**src/rtl/tws_pkg.sv**
```systemverilog
package tws_pkg;

   // Index of each bus line inside the synchronized line vector
   localparam int LINE_CLK = 0;
   localparam int LINE_PER = 1;
   localparam int LINE_DAT = 2;
   localparam int N_LINES  = 3;

   // Decoded destination of a frame
   typedef enum logic [1:0] {
      TGT_NONE = 2'd0,
      TGT_A    = 2'd1,
      TGT_B    = 2'd2
   } tws_tgt_e;

endpackage

```
**src/rtl/tws_sync.sv**
```systemverilog
module tws_sync #(
   parameter int                STAGES  = 2,
   parameter int                LINES   = 3,
   parameter logic [LINES-1:0]  RST_LVL = '1
) (
   input  logic             clk_i,
   input  logic             rst_ni,
   input  logic [LINES-1:0] pin_i,
   output logic [LINES-1:0] lvl_o
);

   if (STAGES < 2) begin : g_bad_stages
      $error("tws_sync: STAGES must be at least 2");
   end

   for (genvar g = 0; g < LINES; g++) begin : g_line
      logic [STAGES-1:0] chain_q;

      always_ff @(posedge clk_i or negedge rst_ni) begin
         if (!rst_ni) begin
            chain_q <= {STAGES{RST_LVL[g]}};
         end else begin
            chain_q <= {chain_q[STAGES-2:0], pin_i[g]};
         end
      end

      assign lvl_o[g] = chain_q[STAGES-1];
   end

endmodule

```
**src/rtl/tws_edge.sv**
```systemverilog
module tws_edge #(
   parameter logic RST_LVL = 1'b1
) (
   input  logic clk_i,
   input  logic rst_ni,
   input  logic lvl_i,
   output logic rise_o,
   output logic fall_o
);

   logic prev_q;

   always_ff @(posedge clk_i or negedge rst_ni) begin
      if (!rst_ni) begin
         prev_q <= RST_LVL;
      end else begin
         prev_q <= lvl_i;
      end
   end

   assign rise_o = lvl_i & ~prev_q;
   assign fall_o = ~lvl_i & prev_q;

endmodule

```
**src/rtl/tws_frame.sv**
```systemverilog
module tws_frame #(
   parameter int ADDR_W     = 8,
   parameter int DATA_W     = 24,
   parameter int PER_SWITCH = 4
) (
   input  logic                                 clk_i,
   input  logic                                 rst_ni,
   input  logic                                 clk_rise_i,
   input  logic                                 per_lvl_i,
   input  logic                                 per_rise_i,
   input  logic                                 per_fall_i,
   input  logic                                 dat_lvl_i,
   output logic [$clog2(ADDR_W+DATA_W+1)-1:0]   cnt_o,
   output logic [ADDR_W-1:0]                    addr_o,
   output logic [DATA_W-1:0]                    data_o,
   output logic                                 frame_ok_o
);

   localparam int FRAME_BITS = ADDR_W + DATA_W;
   localparam int CNT_W      = $clog2(FRAME_BITS + 1);
   localparam logic [CNT_W-1:0] FRAME_C  = CNT_W'(FRAME_BITS);
   localparam logic [CNT_W-1:0] SWITCH_C = CNT_W'(PER_SWITCH);

   logic [CNT_W-1:0]      cnt_q;
   logic [FRAME_BITS-1:0] sr_q;
   logic                  bad_q;
   logic                  frame_ok_q;
   logic                  want_hi;

   // Framing level expected while the current bit is sampled
   assign want_hi = (cnt_q >= SWITCH_C);

   always_ff @(posedge clk_i or negedge rst_ni) begin
      if (!rst_ni) begin
         cnt_q      <= '0;
         sr_q       <= '0;
         bad_q      <= 1'b0;
         frame_ok_q <= 1'b0;
      end else begin
         frame_ok_q <= 1'b0;
         if (per_fall_i) begin
            // End of one frame and start of the next
            frame_ok_q <= (cnt_q == FRAME_C) && !bad_q;
            cnt_q      <= '0;
            bad_q      <= 1'b0;
         end else if (per_rise_i && (cnt_q != SWITCH_C)) begin
            // Rise anywhere but mid-address restarts the count
            cnt_q <= '0;
            bad_q <= 1'b0;
         end else if (clk_rise_i) begin
            if (cnt_q == FRAME_C) begin
               bad_q <= 1'b1;
            end else begin
               for (int i = 0; i < FRAME_BITS; i++) begin
                  if (cnt_q == CNT_W'(i)) begin
                     sr_q[i] <= dat_lvl_i;
                  end
               end
               cnt_q <= cnt_q + 1'b1;
               if (per_lvl_i != want_hi) begin
                  bad_q <= 1'b1;
               end
            end
         end
      end
   end

   assign cnt_o      = cnt_q;
   assign addr_o     = sr_q[ADDR_W-1:0];
   assign data_o     = sr_q[FRAME_BITS-1:ADDR_W];
   assign frame_ok_o = frame_ok_q;

   // a completed frame is only reported after a framing fall
   a_r3_ok_after_fall: assert property (@(posedge clk_i) disable iff (!rst_ni)
      frame_ok_q |-> $past(per_fall_i));

   // a completed frame had the full bit count
   a_r5_ok_needs_full: assert property (@(posedge clk_i) disable iff (!rst_ni)
      frame_ok_q |-> $past(cnt_q == FRAME_C));

endmodule

```
**src/rtl/tws_regs.sv**
```systemverilog
module tws_regs
   import tws_pkg::*;
#(
   parameter int                ADDR_W  = 8,
   parameter int                DATA_W  = 24,
   parameter logic [ADDR_W-2:0] SEL_A   = 7'h05,
   parameter logic [ADDR_W-2:0] SEL_B   = 7'h0A,
   parameter logic [DATA_W-1:0] RST_A   = '0,
   parameter logic [DATA_W-1:0] RST_B   = '0
) (
   input  logic              clk_i,
   input  logic              rst_ni,
   input  logic              frame_ok_i,
   input  logic [ADDR_W-1:0] addr_i,
   input  logic [DATA_W-1:0] data_i,
   input  logic [DATA_W-1:0] stat_a_i,
   input  logic [DATA_W-1:0] stat_b_i,
   output logic              rd_o,
   output logic [DATA_W-1:0] rd_word_o,
   output logic [DATA_W-1:0] ctrl_a_o,
   output logic [DATA_W-1:0] ctrl_b_o
);

   localparam int N_REG = 2;

   tws_tgt_e          tgt;
   logic [ADDR_W-2:0] sel;
   logic [DATA_W-1:0] ctrl_q [N_REG];
   logic [DATA_W-1:0] rst_val [N_REG];
   logic [N_REG-1:0]  hit;

   assign sel  = addr_i[ADDR_W-2:0];
   assign rd_o = addr_i[ADDR_W-1];

   always_comb begin
      if (sel == SEL_A) begin
         tgt = TGT_A;
      end else if (sel == SEL_B) begin
         tgt = TGT_B;
      end else begin
         tgt = TGT_NONE;
      end
   end

   always_comb begin
      unique case (tgt)
         TGT_A:   rd_word_o = stat_a_i;
         TGT_B:   rd_word_o = stat_b_i;
         default: rd_word_o = '0;
      endcase
   end

   assign hit[0]     = (tgt == TGT_A);
   assign hit[1]     = (tgt == TGT_B);
   assign rst_val[0] = RST_A;
   assign rst_val[1] = RST_B;

   for (genvar r = 0; r < N_REG; r++) begin : g_reg
      always_ff @(posedge clk_i or negedge rst_ni) begin
         if (!rst_ni) begin
            ctrl_q[r] <= (r == 0) ? RST_A : RST_B;
         end else if (frame_ok_i && !rd_o && hit[r]) begin
            ctrl_q[r] <= data_i;
         end
      end

      // a register moves only after a write frame that selects it
      a_r4_ctrl_only_on_hit: assert property (@(posedge clk_i) disable iff (!rst_ni)
         !$stable(ctrl_q[r]) |-> $past(frame_ok_i && !addr_i[ADDR_W-1] && hit[r]));

      // the reset value is the one the register leaves reset with
      a_r1_reset_value: assert property (@(posedge clk_i) disable iff (!rst_ni)
         $rose(rst_ni) |-> (ctrl_q[r] == rst_val[r]));
   end

   assign ctrl_a_o = ctrl_q[0];
   assign ctrl_b_o = ctrl_q[1];

endmodule

```
**src/rtl/tws_shout.sv**
```systemverilog
module tws_shout #(
   parameter int   ADDR_W   = 8,
   parameter int   DATA_W   = 24,
   parameter int   CNT_W    = 6,
   parameter logic IDLE_LVL = 1'b1
) (
   input  logic              clk_i,
   input  logic              rst_ni,
   input  logic              clk_fall_i,
   input  logic              per_rise_i,
   input  logic              per_fall_i,
   input  logic [CNT_W-1:0]  cnt_i,
   input  logic              rd_i,
   input  logic [DATA_W-1:0] word_i,
   output logic              dat_o,
   output logic              oe_o
);

   localparam logic [CNT_W-1:0] LOAD_C = CNT_W'(ADDR_W);

   logic [DATA_W-1:0] sh_q;
   logic              oe_q;
   logic              load;

   // Ninth falling edge: address complete, first data bit begins
   assign load = clk_fall_i && (cnt_i == LOAD_C) && rd_i;

   always_ff @(posedge clk_i or negedge rst_ni) begin
      if (!rst_ni) begin
         sh_q <= '0;
         oe_q <= 1'b0;
      end else if (per_rise_i || per_fall_i) begin
         oe_q <= 1'b0;
      end else if (load) begin
         sh_q <= word_i;
         oe_q <= 1'b1;
      end else if (clk_fall_i && oe_q) begin
         sh_q <= {1'b0, sh_q[DATA_W-1:1]};
      end
   end

   assign dat_o = oe_q ? sh_q[0] : IDLE_LVL;
   assign oe_o  = oe_q;

   // drive starts only on a bus-clock fall with the address complete
   a_r7_oe_on_ninth_fall: assert property (@(posedge clk_i) disable iff (!rst_ni)
      $rose(oe_q) |-> $past(clk_fall_i && (cnt_i == LOAD_C)));

   // drive ends only on a framing edge
   a_r9_oe_ends_on_frame: assert property (@(posedge clk_i) disable iff (!rst_ni)
      $fell(oe_q) |-> $past(per_rise_i || per_fall_i));

endmodule

```
**src/rtl/tws_target.sv**
```systemverilog
module tws_target
   import tws_pkg::*;
#(
   parameter int ADDR_W      = 8,
   parameter int DATA_W      = 24,
   parameter int PER_SWITCH  = 4,
   parameter int SYNC_STAGES = 2,
   parameter logic [ADDR_W-2:0] SEL_A  = 7'h05,
   parameter logic [ADDR_W-2:0] SEL_B  = 7'h0A,
   parameter logic [DATA_W-1:0] RST_A  = '0,
   parameter logic [DATA_W-1:0] RST_B  = '0
) (
   input  logic              clk_i,
   input  logic              rst_ni,
   input  logic              bus_clk_i,
   input  logic              bus_per_i,
   input  logic              bus_dat_i,
   output logic              bus_dat_o,
   output logic              bus_dat_oe_o,
   input  logic [DATA_W-1:0] stat_a_i,
   input  logic [DATA_W-1:0] stat_b_i,
   output logic [DATA_W-1:0] ctrl_a_o,
   output logic [DATA_W-1:0] ctrl_b_o
);

   localparam int CNT_W = $clog2(ADDR_W + DATA_W + 1);

   if (ADDR_W < 2) begin : g_bad_addr
      $error("tws_target: ADDR_W must leave room for a read flag and a select");
   end
   if ((PER_SWITCH < 1) || (PER_SWITCH >= ADDR_W)) begin : g_bad_switch
      $error("tws_target: PER_SWITCH must fall inside the address");
   end
   if (SEL_A == SEL_B) begin : g_bad_sel
      $error("tws_target: the two selects must differ");
   end
   if (DATA_W < 1) begin : g_bad_data
      $error("tws_target: DATA_W must be positive");
   end

   logic [N_LINES-1:0] pins;
   logic [N_LINES-1:0] lvl;
   logic               clk_rise, clk_fall;
   logic               per_rise, per_fall;
   logic [CNT_W-1:0]   cnt;
   logic [ADDR_W-1:0]  addr;
   logic [DATA_W-1:0]  data;
   logic               frame_ok;
   logic               rd;
   logic [DATA_W-1:0]  rd_word;

   assign pins[LINE_CLK] = bus_clk_i;
   assign pins[LINE_PER] = bus_per_i;
   assign pins[LINE_DAT] = bus_dat_i;

   tws_sync #(
      .STAGES  (SYNC_STAGES),
      .LINES   (N_LINES),
      .RST_LVL ({N_LINES{1'b1}})
   ) u_sync (
      .clk_i  (clk_i),
      .rst_ni (rst_ni),
      .pin_i  (pins),
      .lvl_o  (lvl)
   );

   tws_edge #(.RST_LVL(1'b1)) u_clk_edge (
      .clk_i  (clk_i),
      .rst_ni (rst_ni),
      .lvl_i  (lvl[LINE_CLK]),
      .rise_o (clk_rise),
      .fall_o (clk_fall)
   );

   tws_edge #(.RST_LVL(1'b1)) u_per_edge (
      .clk_i  (clk_i),
      .rst_ni (rst_ni),
      .lvl_i  (lvl[LINE_PER]),
      .rise_o (per_rise),
      .fall_o (per_fall)
   );

   tws_frame #(
      .ADDR_W     (ADDR_W),
      .DATA_W     (DATA_W),
      .PER_SWITCH (PER_SWITCH)
   ) u_frame (
      .clk_i      (clk_i),
      .rst_ni     (rst_ni),
      .clk_rise_i (clk_rise),
      .per_lvl_i  (lvl[LINE_PER]),
      .per_rise_i (per_rise),
      .per_fall_i (per_fall),
      .dat_lvl_i  (lvl[LINE_DAT]),
      .cnt_o      (cnt),
      .addr_o     (addr),
      .data_o     (data),
      .frame_ok_o (frame_ok)
   );

   tws_regs #(
      .ADDR_W (ADDR_W),
      .DATA_W (DATA_W),
      .SEL_A  (SEL_A),
      .SEL_B  (SEL_B),
      .RST_A  (RST_A),
      .RST_B  (RST_B)
   ) u_regs (
      .clk_i      (clk_i),
      .rst_ni     (rst_ni),
      .frame_ok_i (frame_ok),
      .addr_i     (addr),
      .data_i     (data),
      .stat_a_i   (stat_a_i),
      .stat_b_i   (stat_b_i),
      .rd_o       (rd),
      .rd_word_o  (rd_word),
      .ctrl_a_o   (ctrl_a_o),
      .ctrl_b_o   (ctrl_b_o)
   );

   tws_shout #(
      .ADDR_W   (ADDR_W),
      .DATA_W   (DATA_W),
      .CNT_W    (CNT_W),
      .IDLE_LVL (1'b1)
   ) u_shout (
      .clk_i      (clk_i),
      .rst_ni     (rst_ni),
      .clk_fall_i (clk_fall),
      .per_rise_i (per_rise),
      .per_fall_i (per_fall),
      .cnt_i      (cnt),
      .rd_i       (rd),
      .word_i     (rd_word),
      .dat_o      (bus_dat_o),
      .oe_o       (bus_dat_oe_o)
   );

endmodule

```
**config.mk**
```make
export PLATFORM = sky130hd
export DESIGN_NAME = tws_target
export DESIGN_NICKNAME = d
export VERILOG_FILES = /design/src/rtl/tws_pkg.sv /design/src/rtl/tws_sync.sv /design/src/rtl/tws_edge.sv /design/src/rtl/tws_frame.sv /design/src/rtl/tws_regs.sv /design/src/rtl/tws_shout.sv /design/src/rtl/tws_target.sv
export SDC_FILE = /design/constraint.sdc
export NUM_CORES = 1
export LEC_CHECK = 0
export ABC_AREA = 1
export ABC_CLOCK_PERIOD_IN_PS = 3200
export BUFFER_PORTS_ARGS = -buffer_cell sky130_fd_sc_hd__buf_2
export CAP_MARGIN = 20
export CORE_ASPECT_RATIO = 1.2
export CORE_UTILIZATION = 55
export DETAILED_ROUTE_END_ITERATION = 7
export PLACE_DENSITY = 0.78
export SKIP_CTS_REPAIR_TIMING = 1
export SLEW_MARGIN = 20
export SYNTH_ARGS = -nofsm -noshare
export SYNTH_HDL_FRONTEND = slang
export SYNTH_SLANG_ARGS = --single-unit
```
**constraint.sdc**
```tcl
create_clock -name clk_i -period 3.2 [get_ports clk_i]
set_clock_uncertainty 0.15 [all_clocks]
set_input_delay 0.16 -clock clk_i [delete_from_list [all_inputs] [get_ports clk_i]]
set_output_delay 0.16 -clock clk_i [all_outputs]
set_load 0.01 [all_outputs]
```
== After elaboration in Yosys (flattened, before gate mapping) ==
Index checks and enable logic that the tools add are counted.
W data, S select, Z words.
Word-level totals
  register bits after elaboration: 121
  latch bits: 0
  bits in writable memories: 0
  memory bits (read-only): 0
  memories kept: 0
Cells by class
  $add $sub $neg: 1
  multiply operators: 0
  divide/modulo/power cells: 0
  $lt $le $gt $ge: 1
  equality and inequality tests: 39
  shift-type cells: 0
  mux-type cells: 18
  bitwise logic cells: 12
  reduce and logical (&&, ||, !) cells: 51
Operator list (number)
  $reduce_and A5 Y1: 32
  $eq A6 B5 Y1 const B: 16
  $eq A6 B4 Y1 const B: 8
  $mux W24: 2
  $pmux W24 S2: 1
  $eq A6 B3 Y1 const B: 4
  $mux W6: 4
  $eq A6 B2 Y1 const B: 2
  $mux W1: 9
  $logic_and A1 B1 Y1: 8
  $not A1 Y1: 8
  $eq A7 B3 Y1 const B: 1
  $eq A7 B4 Y1 const B: 1
  $add A6 B1 Y6 const B: 1
  $eq A6 B1 Y1 const B: 1
  $eq A6 B6 Y1 const B: 1
  $ge A6 B3 Y1 const B: 1
  $logic_not A6 Y1: 1
  $ne A6 B3 Y1 const B: 1
  $reduce_and A2 Y1: 3
  $and A1 B1 Y1: 4
  $mux W2: 2
  $reduce_bool A2 Y1: 2
  $reduce_bool A4 Y1: 1
  other kinds (7): 8

== Logic depth before layout (Yosys ltp) ==
Gate-level depths: netlist of run 1.
  word-level depth: 7
  mapped depth: 12
  mapped depth without buffers: 10

== Modules after synthesis ==
Synthesis of run 1 repeated with hierarchy kept, for this count alone.
Second synthesis, totals
  cells, all modules: 831
  area total of the unflattened synthesis: 6317.3 um^2
By module, submodules not included
  tws_regs: instances 1, cells each 310, area an instance 2319.7 um^2, seq. area each 1201.2 um^2
  tws_frame: instances 1, cells each 298, area an instance 2307.2 um^2, seq. area each 1001.0 um^2
  tws_shout: instances 1, cells each 204, area an instance 1427.6 um^2, seq. area each 625.6 um^2
  tws_sync: instances 1, cells each 9, area an instance 180.2 um^2, seq. area each 157.7 um^2
  tws_edge: instances 2, cells each 5, area an instance 41.3 um^2, seq. area each 26.3 um^2

== Worst setup path before layout of run 1 ==
Ideal clock, no wire load.
  path kind: register -> register
  from: register u_frame.cnt_q[0], in the netlist u_frame.cnt_o[0]
  to: register u_frame.sr_q[10]
  library setup time: 0.066 ns
  arrival: 1.589 ns
  data required time: 2.984 ns
  path slack: 1.395 ns
  stages on the path, launching flop included: 9
  buffers on the path: 2
  cell sequence: dfrtp_1 > inv_1 > ha_1 > nand3_1 > o21ai_2 > buf_4 > buf_6 > nand4_1 > nand2_1
On the way
  cells in the longest elaborated chain, start to end: 4
  elaborated cells between the ends (all ways): 7
  classes of those cells: eq/ne (3); bitwise (2); reduce/logical (2)
Ends and longest elaborated chain
  start, declared: line tws_frame.sv:24  | logic [CNT_W-1:0] cnt_q;
  start signal, assigned: line tws_frame.sv:59  | cnt_q <= cnt_q + 1'b1;
  $ne A6 B3 Y1: line tws_frame.sv:46  | end else if (per_rise_i && (cnt_q != SWITCH_C)) begin
  $logic_and A1 B1 Y1: line tws_frame.sv:46
  $not A1 Y1 (no source line)
  $reduce_and A5 Y1 (no source line) *
  end signal, assigned by index: line tws_frame.sv:56  | sr_q[i] <= dat_lvl_i;
  end, declared: line tws_frame.sv:25  | logic [FRAME_BITS-1:0] sr_q;
Every way passes the cells marked *; elsewhere a longest branch is shown, timed or not.
A chain may end at the register's enable or synchronous reset.

== Worst setup path in the final report of run 1 ==
  from: register u_frame.cnt_q[0], in the netlist u_frame.cnt_o[0]
  to: register u_frame.sr_q[17]
Same word-level chain as after synthesis.

==> results.md, run 1 <==
- Die height: 116 um
- Final Hold Vio Count: 18
- TritonCTS Buffers: 17
- Internal power: 2.79 mW
- Max Fclk: around 390 MHz
- Fin Setup TNS: 0 ns
- Crit path buf inv count: 2
- CP max FO: 46
- DRC: 0
- CP top delay family: compound AO/OA/AOI/OAI gates
- RSZ-0062 raised after global routing: no
- DP Worst Slack: ~0.7 ns
- Commonest non-fill, non-tap cell in the layout: nand2_1
- Dpl cell area: ~6500 um2
- Clock Tree Buf Depth: 2
- TritonCTS clock tree: yes
- Antenna diode instance count: 0
- Seq cells post-synth: between 100 and 150
- Sequential share of the synthesized area: 0.509
- Sw frac: 0.229
- GR Util All Layers: 0.244
- Post-layout min period: 2.55 ns
- Worst-margin pin slew: around 0.97 ns
- FF/Latch Area: 3040 um2
- Min Hold Slack: -0.0356 ns
- Startpoint types: register
- Commonest cells after routing, fill and taps aside: nand2_1 (219), nand3_1 (117), dfrtp_1 (113), buf_2 (101), nor2_1 (92)
- Final WL: 13.6 mm
- Worst setup path start: u_frame.cnt_o[0]
- Full die area: 11,300 um2
- R2R Setup Slk: 0.65 ns
- Critical Path Max Stage Delay: around 0.56 ns
- Worst Setup EP: u_frame.sr_q[17]
- Crit-path cells: inv_1 -> ha_1 -> nand3_1 -> o21ai_4 -> buf_12 -> nand3_1 -> nand2_1 -> nand2_1
- Fraction of layout cells with a size suffix above 1: 0.185
- Worst setup EP type: register
- Leakage: between 3 and 4 nW
- CTS H-tree depth: 4
- Count of final max-slew check failures: 0
- Root buffer cell: clkbuf_16
- Setup violators final: 0
- Starting DRT DRC Count: 458
- Grt met1 use: 0.306
- Nets: around 920
- Maximum vdd drop: 0.393 mV
- Max cap viols: 0
- Reg2Reg Depth: 8
- Grt met3 use: 0.0533
- CP max stage cell: o21ai_4
- CP Class: reg -> reg
- Hold Crit Class: in -> reg
- Design Area, Final: about 7200 um2
- Most Crowded Layer GR: met2
- Vias in the first global route: a little under 5,000
- Slew headroom: 0.353
- Die width: about 97 um
- Largest net degree at the start of global routing: 69
- YS warnings: 0
- Synth Cell Area: 5970 um2
- Pwr dens: between 500 and 600 nW/um2
- Crit path depth: 8
- Mean post-synth cell area: around 7.8 um2
- CTS clk-pin slew, worst paths: about 0.050 ns
- CORE AREA: between 10,000 and 15,000 um2
- Synth unique cells: 27
- Clk sinks: 121
- Area Overhead vs Synth: 21.0%
- Initial DRT Pass Iterations: 5
- Setup WS post-layout: between 0.6 and 0.7 ns
- Worst EP required: approximately 3.3 ns
- GPL Wtd Cong: about 0.89
- Post-DRT Antenna Nets: 0
- Clock power share: 0.506
- Worst r2r src: u_frame.cnt_o[0]
- Via count: 5,373
- Comb pwr share: 0.058
- Final period utilization: 0.796
- Initial Util: 0.568
- Fillcell total: 860
- Synth Instances: 762
- FF-to-FF End: u_frame.sr_q[17]
- # IOs: 103
- Final global-route overflow total: 0
- Failing checks: hold timing
- Number of antenna violations at the first check in global routing: 0
- Wirelength per Cell: roughly 13 um
- Row cnt: 41
- Clock Latency Late Sink: a little over 0.4 ns
- Arr. time, crit path: approximately 2.7 ns
- Outcome: finished with violations
- Area of the multi-input gates: ~2500 um2
- Mapped Nets: just over 800
- First-pass GRT wire length: ~22 mm
- DP Wirelength: approximately 8.7 mm
- IO buf count: 102
- Hold path startpoint: stat_b_i[7]
- Vias per inst: 5.35
- Sw Pwr: about 830 uW
- Sequential fraction of design power: 0.436
- Met2 Usage GRT: 0.408
-- worst min-delay path by stage --
stage                                       end  slack, ns  cells after the start
floorplan                         u_frame.bad_q      -0.29                      0
global placement    u_sync.g_line[1].chain_q[0]       0.12                      1
detailed placement  u_sync.g_line[0].chain_q[0]       0.12                      1
CTS                 u_sync.g_line[1].chain_q[0]      -0.31                      1
global route                   u_shout.sh_q[21]     0.0002                      5
finish                          u_shout.sh_q[7]      -0.04                      5
-- cell type report --
cell class                      instances  area share
Multi-Input combinational cell        542       0.342
Timing Repair Buffer                  130       0.110
Sequential cell                       121       0.421
Clock inverter                         12      0.0173
Tap cell                              129      0.0224
Clock buffer                           20      0.0619
Inverter                               50      0.0260
-- worst min-delay path: cells and delay by family --
kind                   cells  cell delay, ns
buffers and inverters      1            0.08
and+or+nand+nor            4            0.26
-- layer usage --
metal	up-vias	routed length (um)
li1	2665	-
met2	146	6740
met1	2540	5940
met5	-	0
met4	0	231
met3	22	641
-- sequential cells by signal, indices dropped and copies added, names as in the netlist --
signal	count
u_shout.sh_q	24
u_regs.ctrl_b_o	24
u_regs.ctrl_a_o	24
u_per_edge.prev_q	1
u_clk_edge.prev_q	1
u_frame.sr_q	32
u_frame.frame_ok_o	1
u_frame.cnt_o	6
u_sync.g_line.chain_q	6
u_shout.oe_o	1
u_frame.bad_q	1
-- power groups by stage --
stage               Sequential (mW)  Combinational [mW]  Clock (mW)
detailed placement             1.60               0.194           0
finish                         1.58               0.209        1.83
floorplan                      1.59               0.119           0
global placement               1.60               0.184           0
global route                   1.58               0.235        1.92
CTS                            1.58               0.194        1.86
-- cells in the mapped netlist --
cell,count,area (um2)
nand2_1,219,822
nand3_1,117,586
dfrtp_1,113,2830
nor2_1,92,345
o21ai_0,54,270
inv_1,48,180
nand4_1,33,206
buf_2,19,95.1
clkbuf_1,11,41.3
buf_4,8,60.1
dfstp_2,8,210
buf_6,7,78.8
ha_1,6,75.1
buf_1,4,15.0
nor2_2,3,18.8
nor3_1,3,15.0
a21oi_1,2,10.0
and2_1,2,12.5
inv_2,2,7.51
nand2_2,2,12.5
nor2_4,2,22.5
xor2_1,2,17.5
nand3_2,1,10.0
nor3b_1,1,7.51
o21ai_2,1,8.76
o21bai_1,1,7.51
or2_2,1,6.26
-- cell families after synthesis --
group                      count (synthesis)  share of synthesized area
and+or+nand+nor                          476                      0.346
DFF                                      121                      0.509
buffers and inverters                     99                     0.0801
AOI/OAI and AO/OA                         58                     0.0497
adders and majority gates                  6                     0.0126
xor gates and xnor gates                   2                    0.00293
-- per-stage QoR --
| stage | std cells | hold WS (ns) | total power, mW | util |
|---|---|---|---|---|
| floorplan | 762 | -0.286 | 1.71 | - |
| detailed placement | 953 | 0.116 | 1.80 | 0.614 |
| finish | 1004 | -0.0356 | 3.62 | 0.687 |
| CTS | 985 | -0.313 | 3.63 | 0.669 |
| global route | 1004 | 0.000224 | 3.74 | 0.687 |
| global placement | 953 | 0.116 | 1.78 | 0.614 |
No activity file was read; power rests on OpenSTA's default activity.
==> run 2: changes to the inputs <==
ABC_CLOCK_PERIOD_IN_PS = 2300   (was 3200)
CORE_UTILIZATION = 51   (was 55)
PLACE_DENSITY = 0.77   (was 0.78)
clock period = 2.3 ns   (was 3.2 ns; I/O delays follow)
==> run 2 against run 1 <==
  * The flow still finishes with violations (hold timing)
  * Register-to-register slack worse by 0.43 ns
  * Clock power up 60%
  * Sequential share of layout area down 2.8 points
  * Count of clock-buffer cells in the layout unchanged
  * Final area up 7.2%
  * Routed wire length up 19%
  * Maximum frequency up 23%
  * Worst hold slack better by 0.024 ns
  * Global-route usage down 1.6 points
  * First-iteration DRC count up 5.2%
  * Combinational power up 76%
  * Worst setup slack worse by 0.43 ns
  * Critical path type unchanged
  * Largest power group unchanged
==> results.md, run 2 (synthesized netlist as in run 1, its figures left out) <==
- DP Wirelength: 8.82 mm
- CP Class: reg -> reg
- Count of final max-slew check failures: 0
- TritonCTS Buffers: 17
- Nets: between 900 and 1,000
- Vias in the first global route: between 4,000 and 5,000
- Slew headroom: 0.573
- Commonest non-fill, non-tap cell in the layout: nand2_1
- First-pass GRT wire length: about 22 mm
- GPL Wtd Cong: 0.913
- Leakage: 3.76 nW
- Setup violators final: 0
- Clock Tree Buf Depth: 2
- Starting DRT DRC Count: 482
- Arr. time, crit path: around 2.2 ns
- Max cap viols: 0
- Most flops, register: u_frame.sr_q
- Row cnt: 42
- Root buffer cell: clkbuf_16
- Startpoint types: register
- Area Overhead vs Synth: 29.7%
- Wirelength per Cell: approximately 15 um
- Maximum vdd drop: slightly above 0.5 mV
- Max Fclk: 482 MHz
- Commonest cells after routing, fill and taps aside: nand2_1 (219), nand3_1 (116), dfrtp_1 (113), buf_2 (101), nor2_1 (92)
- Worst setup EP type: register
- # IOs: a little over 100
- TritonCTS clock tree: yes
- Full die area: roughly 12,000 um2
- Min Hold Slack: -0.0118 ns
- Pwr dens: approximately 710 nW/um2
- Via count: roughly 6,000
- RSZ-0062 raised after global routing: no
- Initial Util: 0.533
- Post-layout min period: a little over 2 ns
- Fraction of layout cells with a size suffix above 1: 0.185
- Design Area, Final: roughly 7700 um2
- Dpl cell area: between 6000 and 7000 um2
- GR Util All Layers: 0.227
- CTS clk-pin slew, worst paths: roughly 0.050 ns
- Final WL: 16.2 mm
- IO buf count: 102
- Vias per inst: about 5.5
- Hold Crit Class: in -> reg
- Failing checks: hold timing
- Worst-margin pin slew: ~0.64 ns
- DRC: 0
- Final Hold Vio Count: 1
- Final period utilization: 0.902
- Die width: slightly above 100 um
- Post-DRT Antenna Nets: 0
- Final global-route overflow total: 0
- Outcome: finished with violations
- Clock Latency Late Sink: 0.41 ns
- Clk sinks: 121
- CTS H-tree depth: 4
- Largest net degree at the start of global routing: 76
- Number of antenna violations at the first check in global routing: 1
- Initial DRT Pass Iterations: 5
- CP max FO: 20
- Die height: 121 um
- Max reg flops: 32
- CORE AREA: roughly 11,000 um2
- Worst EP required: 2.46 ns
- Fin Setup TNS: 0 ns
## run 2: worst max-delay path: stages, from the launching register on
cell,delay [ns]
dfstp_2,0.55
inv_1,0.06
ha_1,0.17
inv_1,0.17
nand2_1,0.14
o21ai_4,0.23
buf_12,0.18
nand2_1,0.12
o21ai_0,0.21
## run 2: path summary, 6_finish.rpt
path | from | end | slack, ns | depth (start not counted)
worst min register to register | u_sync.g_line[0].chain_q[0] | u_sync.g_line[0].chain_q[1] | 0.20 | 0
worst max-delay path | u_sync.g_line[1].chain_q[1] | u_frame.cnt_o[2] | 0.22 | 8
worst max register to register | u_sync.g_line[1].chain_q[1] | u_frame.cnt_o[2] | 0.22 | 8
min in group asynchronous | rst_ni | u_regs.ctrl_b_o[20] | 0.15 | 3
max in group asynchronous | rst_ni | u_regs.ctrl_a_o[17] | 1.13 | 3
worst min-delay path | stat_b_i[1] | u_shout.sh_q[1] | -0.01 | 5
## run 2: final cells by class
type	instances	area [um2]
fillers	832	3450
flip-flops and latches	121	3040
multi-input cells	542	2470
repair buffers	167	1190
clock buffers	20	457
clock inverters	12	196
well taps	154	193
inverters	50	188
diodes	2	5.00
## run 2: stage by stage
step	cells	worst slack (ns)	util	power, mW	hold slack, ns
2_1_floorplan	762	0.495	-	2.38	-0.331
3_3_place_gp	982	0.267	0.586	2.50	-0.200
3_5_place_dp	982	0.138	0.586	2.51	-0.199
4_1_cts	1014	0.125	0.644	5.42	-0.635
5_1_grt	1067	0.0410	0.692	5.64	-0.00518
6_report	1068	0.225	0.692	5.49	-0.0118
## run 2: metal layers
layer / track usage / share of wire / vias to the layer above
met5: 0 / 0 / -
met4: 0.0888 / 0.057 / 0
met3: 0.0549 / 0.060 / 102
met2: 0.368 / 0.49 / 327
met1: 0.294 / 0.40 / 2668
li1: - / - / 2743
## run 2: power by group
part | switching [mW] | internal (mW)
logic | 0.214 | 0.154
registers | 0.0310 | 2.16
clock network | 0.953 | 1.97
total | 1.20 | 4.29
